[config.mk]
export PLATFORM = sky130hd
export DESIGN_NAME = dag_addr_unit
export DESIGN_NICKNAME = d
export VERILOG_FILES = /design/src/rtl/dag_pkg.sv /design/src/rtl/dag_circ_step.sv /design/src/rtl/dag_rev_step.sv /design/src/rtl/dag_ar_file.sv /design/src/rtl/dag_addr_unit.sv
export SDC_FILE = /design/constraint.sdc
export NUM_CORES = 1
export LEC_CHECK = 0
export CELL_PAD_IN_SITES_DETAIL_PLACEMENT = 0
export CELL_PAD_IN_SITES_GLOBAL_PLACEMENT = 1
export CORE_MARGIN = 8
export CORE_UTILIZATION = 50
export DETAILED_ROUTE_END_ITERATION = 10
export DONT_BUFFER_PORTS = 1
export GPL_ROUTABILITY_DRIVEN = 0
export GPL_TIMING_DRIVEN = 0
export HOLD_SLACK_MARGIN = 0.05
export PLACE_DENSITY = 0.82
export SETUP_SLACK_MARGIN = 0.3
export SYNTH_ARGS = -nofsm -noshare
export SYNTH_HDL_FRONTEND = slang
export SYNTH_HIERARCHICAL = 1
export SYNTH_SLANG_ARGS = --single-unit
[constraint.sdc]
create_clock -name clk -period 8.9 [get_ports clk]
set_input_delay 1.78 -clock clk [delete_from_list [all_inputs] [get_ports clk]]
set_output_delay 1.78 -clock clk [all_outputs]
set_load 0.03 [all_outputs]
[src/rtl/dag_pkg.sv]
package dag_pkg;
  typedef enum logic [3:0] {
    OP_NOP    = 4'd0,
    OP_LD8    = 4'd1,
    OP_LD16   = 4'd2,
    OP_ADDK   = 4'd3,
    OP_SUBK   = 4'd4,
    OP_LDPTR  = 4'd5,
    OP_LDPAGE = 4'd6,
    OP_DIRECT = 4'd7,
    OP_IND    = 4'd8,
    OP_INC    = 4'd9,
    OP_DEC    = 4'd10,
    OP_CINC   = 4'd11,
    OP_CDEC   = 4'd12,
    OP_REV    = 4'd13
  } dag_op_e;
endpackage

[src/rtl/dag_circ_step.sv]
module dag_circ_step #(
  parameter int AW = 16
) (
  input  logic [AW-1:0] cur,
  input  logic [AW-1:0] step,
  input  logic [AW-1:0] base,
  input  logic [AW-1:0] len,
  input  logic          dec,
  output logic [AW-1:0] nxt
);
  logic [AW:0] sum_w, lim_w, floor_w;
  logic [AW:0] inc_res;
  logic [AW-1:0] dec_res;

  always_comb begin
    sum_w   = {1'b0, cur} + {1'b0, step};
    lim_w   = {1'b0, base} + {1'b0, len};
    floor_w = {1'b0, base} + {1'b0, step};
    inc_res = (sum_w >= lim_w) ? (sum_w - {1'b0, len}) : sum_w;
    dec_res = ({1'b0, cur} < floor_w) ? (cur - step + len) : (cur - step);
    nxt     = dec ? dec_res : inc_res[AW-1:0];
  end
endmodule

[src/rtl/dag_rev_step.sv]
module dag_rev_step #(
  parameter int AW     = 16,
  parameter int SPAN_W = 4
) (
  input  logic [AW-1:0]     cur,
  input  logic [AW-1:0]     step,
  input  logic [SPAN_W-1:0] span,
  output logic [AW-1:0]     nxt
);
  logic [AW:0]   mask_w;
  logic [AW-1:0] mask, a_top, s_top, a_rev, s_rev, sum_rev, sum_top;
  int unsigned   width, shamt;

  always_comb begin
    width  = int'(span) + 1;
    shamt  = AW - width;
    mask_w = ({{AW{1'b0}}, 1'b1} << width) - 1'b1;
    mask   = mask_w[AW-1:0];
    a_top  = cur << shamt;
    s_top  = step << shamt;
    for (int i = 0; i < AW; i++) begin
      a_rev[i] = a_top[AW-1-i];
      s_rev[i] = s_top[AW-1-i];
    end
    sum_rev = (a_rev + s_rev) & mask;
    for (int i = 0; i < AW; i++) sum_top[i] = sum_rev[AW-1-i];
    nxt = (cur & ~mask) | (sum_top >> shamt);
  end
endmodule

[src/rtl/dag_ar_file.sv]
module dag_ar_file #(
  parameter int AW     = 16,
  parameter int NUM_AR = 8,
  parameter int PTR_W  = 3
) (
  input  logic             clk,
  input  logic             rst_n,
  input  logic             wr_en,
  input  logic [PTR_W-1:0] idx,
  input  logic [AW-1:0]    wr_data,
  output logic [AW-1:0]    rd_data
);
  logic [AW-1:0] regs [NUM_AR];

  for (genvar g = 0; g < NUM_AR; g++) begin : g_ar
    always_ff @(posedge clk) begin
      if (!rst_n)                                   regs[g] <= '0;
      else if (wr_en && (idx == PTR_W'(g)))         regs[g] <= wr_data;
    end
  end

  assign rd_data = regs[idx];
endmodule

[src/rtl/dag_addr_unit.sv]
module dag_addr_unit #(
  parameter int PAGE_W  = 9,
  parameter int OFS_W   = 7,
  parameter int NUM_AR  = 8,
  parameter int SHORT_W = 8,
  parameter int AW      = PAGE_W + OFS_W,
  parameter int PTR_W   = $clog2(NUM_AR),
  parameter int SPAN_W  = $clog2(AW)
) (
  input  logic              clk,
  input  logic              rst_n,
  input  logic              cmd_valid,
  input  logic [3:0]        cmd_op,
  input  logic [AW-1:0]     cmd_imm,
  input  logic [AW-1:0]     circ_base,
  input  logic [AW-1:0]     circ_len,
  input  logic [SPAN_W-1:0] rev_span,
  input  logic [AW-1:0]     rev_step,
  output logic              addr_valid,
  output logic [AW-1:0]     addr_out
);
  import dag_pkg::*;

  localparam int ZPAD = AW - SHORT_W;

  dag_op_e           op;
  logic [PTR_W-1:0]  ptr_q;
  logic [PAGE_W-1:0] page_q;
  logic [AW-1:0]     sel_val, ar_next, circ_nxt, rev_nxt, short_k;
  logic              ar_we;

  assign op      = dag_op_e'(cmd_op);
  assign short_k = {{ZPAD{1'b0}}, cmd_imm[SHORT_W-1:0]};

  dag_ar_file #(.AW(AW), .NUM_AR(NUM_AR), .PTR_W(PTR_W)) u_ar (
    .clk(clk), .rst_n(rst_n), .wr_en(ar_we), .idx(ptr_q),
    .wr_data(ar_next), .rd_data(sel_val)
  );

  dag_circ_step #(.AW(AW)) u_circ (
    .cur(sel_val), .step(short_k), .base(circ_base), .len(circ_len),
    .dec(op == OP_CDEC), .nxt(circ_nxt)
  );

  dag_rev_step #(.AW(AW), .SPAN_W(SPAN_W)) u_rev (
    .cur(sel_val), .step(rev_step), .span(rev_span), .nxt(rev_nxt)
  );

  always_comb begin
    ar_we   = cmd_valid;
    ar_next = sel_val;
    unique case (op)
      OP_LD8:           ar_next = short_k;
      OP_LD16:          ar_next = cmd_imm;
      OP_ADDK:          ar_next = sel_val + short_k;
      OP_SUBK:          ar_next = sel_val - short_k;
      OP_INC:           ar_next = sel_val + 1'b1;
      OP_DEC:           ar_next = sel_val - 1'b1;
      OP_CINC, OP_CDEC: ar_next = circ_nxt;
      OP_REV:           ar_next = rev_nxt;
      default:          ar_we   = 1'b0;
    endcase
  end

  always_comb begin
    addr_valid = 1'b0;
    addr_out   = '0;
    if (cmd_valid) begin
      unique case (op)
        OP_DIRECT: begin
          addr_valid = 1'b1;
          addr_out   = {page_q, cmd_imm[OFS_W-1:0]};
        end
        OP_IND, OP_INC, OP_DEC, OP_CINC, OP_CDEC, OP_REV: begin
          addr_valid = 1'b1;
          addr_out   = sel_val;
        end
        default: ;
      endcase
    end
  end

  always_ff @(posedge clk) begin
    if (!rst_n) begin
      ptr_q  <= '0;
      page_q <= '0;
    end else if (cmd_valid) begin
      if (op == OP_LDPTR)  ptr_q  <= cmd_imm[PTR_W-1:0];
      if (op == OP_LDPAGE) page_q <= cmd_imm[PAGE_W-1:0];
    end
  end
endmodule

==> impl_metrics.json <==
{
  "totalWireLength_um": 60040,
  "final_cells": 2584,
  "cts_sinks": 140,
  "core_area_um2": 34460,
  "fin_crit_sh_pct": 93.60,
  "min_from": "page_q[6]",
  "first_pass_iters": 6,
  "startpoint_type": "input pin",
  "hold_viol_final": 0,
  "pwr-share-clk_pct": 19.8,
  "pre_cts_slack_ns": -1.320,
  "first_global_vias": 15780,
  "holdWs_ns": 0.5262,
  "synth_common_cells": "nor2_1, ha_1, nand2_1",
  "p_per_area_nw_per_um2": 163.8,
  "pin_count": 92,
  "dieArea_um2": 41120,
  "track_usage_pct": 28.02,
  "max_freq_mhz": 120.0,
  "dp.cells": 2545,
  "rsz0062_at_grt": "false",
  "worstSetupPathType": "in -> reg",
  "cp.arrival_ns": 8.50,
  "ys_warn_count": 6,
  "cts_root_buf": "clkbuf_16",
  "design_area_um2": 19080,
  "ant_nets": 0,
  "worst_r2r_endpoint": "u_ar/regs[2][15]",
  "post-route-min-period_ns": 8.330,
  "synth_edf_count": 128,
  "setup.worst_path.end_class": "flop",
  "cts.htree.levels": 4,
  "switching_share_pct": 43.35,
  "p_int_mw": 1.771,
  "ys_types": 114,
  "die_y_um": 202.8,
  "finish.utilization_pct": 55.37,
  "synth_cells": 2052,
  "syn_area_um2": 17450,
  "row_count": 68,
  "cp_max_fo": 11,
  "setup_viol": 0,
  "synth_largest_area_cell": "edfxtp_1",
  "skew_ns": 0.007607,
  "initial_core_util_pct": 50.63,
  "clock_latency_ns": 0.41,
  "synth_top_area_share_pct": 22.03,
  "crit_start": "rev_span[0]",
  "cts_tree": "built",
  "max_slew_margin_pct": 20.31,
  "hold_depth": 2,
  "via_per_inst": 6.501,
  "finalWorstSetupSlack_ns": 0.5695,
  "syn2layout_area_growth_pct": 9.374,
  "fin_nets": 2362,
  "routedWlPerCell_um": 23.24,
  "port_buffers": 0,
  "p_leak_nw": 7.816,
  "grt_pass1_wl_um": 91140,
  "cpMostUsedCell": "nor2_1",
  "dieWidth_um": 202.8,
  "power_frac_seq_pct": 24.0,
  "cp_slowest_cell": "a222oi_1",
  "place_hpwl_um": 47300,
  "holdPathEnd": "page_q[6]",
  "drive_gt1_share_pct": 12.08,
  "status": "finished, final reports clean",
  "cp.required_ns": 9.06,
  "async_flop_share_pct": 0,
  "reg2reg_slack_ns": 0.81,
  "drtIter0Drc": 1831,
  "hp-class": "reg -> reg",
  "vias": 16800,
  "numCtsBuffers": 17,
  "finalPower_mw": 3.125,
  "maxSlewViolCount": 0,
  "cts_buffer_depth": 2,
  "antenna_found_initial": 2,
  "reg2reg_from": "ptr_q[2]",
  "power.share.combinational_pct": 56.3,
  "r2r_cells": 30,
  "switching_power_mw": 1.355,
  "ys.flop_type": "edfxtp_1",
  "drv_cap": 0,
  "peakVddDrop_mv": 0.1362,
  "tns_ns": 0,
  "avgSynthCellArea_um2": 8.502,
  "placed_area_um2": 18390,
  "clk_transition_reported_paths_ns": 0.06,
  "yosysMostFrequentCell": "nor2_1",
  "ys_seq_area_share_pct": 23.41,
  "ys_ff_latch": 140,
  "cp_slowest_stage_delay_ns": 0.57,
  "nFillCells": 3196,
  "synthTopCellsByArea": "edfxtp_1, ha_1, and2_1",
  "remaining_drc_errors": 0,
  "grt_start_max_net_pins": 17,
  "grt-ovfl-total": 0,
  "worst_pin_slew_ns": 1.186
}
==> kinds of logic after synthesis <==
| group | synth area share, % |
|---|---|
| xor+xnor | 5.221 |
| other cells | 0.02150 |
| compound gates | 23.64 |
| flops | 23.41 |
| simple gates | 20.99 |
| mux | 8.850 |
| buf+inv | 5.185 |
| fa+ha+maj | 12.68 |
==> critical path: cells and delay by family <==
kind	cells	cell delay, ns
and+or+nand+nor	10	1.93
adders and majority gates	2	0.55
buffers and inverters	8	1.78
muxes	2	0.53
AOI/OAI and AO/OA	7	1.89
==> flip-flops by register name, indices dropped and copies added (netlist names) <==
signal,count
page_q,9
ptr_q,3
u_ar/regs,128
==> cell type report <==
| type | instances | area (µm²) | area share [%] |
|---|---|---|---|
| Multi-Input combinational cell | 1723 | 12750 | 66.80 |
| Clock buffer | 19 | 432.9 | 2.269 |
| Clock inverter | 12 | 76.32 | 0.4000 |
| Sequential cell | 140 | 4084 | 21.40 |
| Buffer | 112 | 566.8 | 2.970 |
| Inverter | 99 | 371.6 | 1.948 |
| Tap cell | 455 | 569.3 | 2.984 |
| Antenna cell | 2 | 5.005 | 0.02623 |
| Timing Repair Buffer | 22 | 229.0 | 1.200 |
==> placed cells by master, fill, tap and decap left out, drive strengths merged, types with 36 or more instances in the layout <==
cell    netlist  layout
nor2        182     182
ha          164     164
nand2       143     143
and2        138     138
edfxtp      128     128
a21oi       124     124
inv          96      97
o21ai        88      88
mux2i        81      81
clkbuf       54      77
buf          58      76
xnor2        66      66
nor3         50      50
o211ai       44      44
mux2         42      42
nand3        41      41
o22ai        36      36
==> how the worst max path moves through the flow <==
stage,endpoint,slack (ns),cells after the start
4_1_cts,u_ar/regs[3][1],0.31,30
6_report,u_ar/regs[3][1],0.57,29
5_1_grt,u_ar/regs[2][0],0.28,30
3_3_place_gp,u_ar/regs[1][2],-1.30,30
3_5_place_dp,u_ar/regs[5][2],-1.32,30
2_1_floorplan,u_ar/regs[1][2],0.92,29
==> per-layer routing <==
layer | global-route usage (%) | wire length (µm) | part of all wire, %
met1 | 39.02 | 26160 | 44
met2 | 42.64 | 25800 | 43
met3 | 6.774 | 6328 | 11
met4 | 7.925 | 1736 | 2.9
met5 | 0 | 13 | 0.022
==> power groups by stage <==
stage	registers [mW]	logic (mW)	clock network (mW)
6_report	0.749	1.76	0.617
5_1_grt	0.751	1.91	0.650
4_1_cts	0.749	1.70	0.622
3_5_place_dp	0.763	1.69	0
3_3_place_gp	0.763	1.64	0
2_1_floorplan	0.761	1.24	0
==> repair_timing <==
action / in CTS / in global routing
pin swaps: 4 / 7
hold buffers: 0 / 0
resized for setup: 16 / 28
buffers inserted: 2 / 4
setup endpoints to repair: 96 / 111
Note: power is estimated with default switching activity, not from simulation.
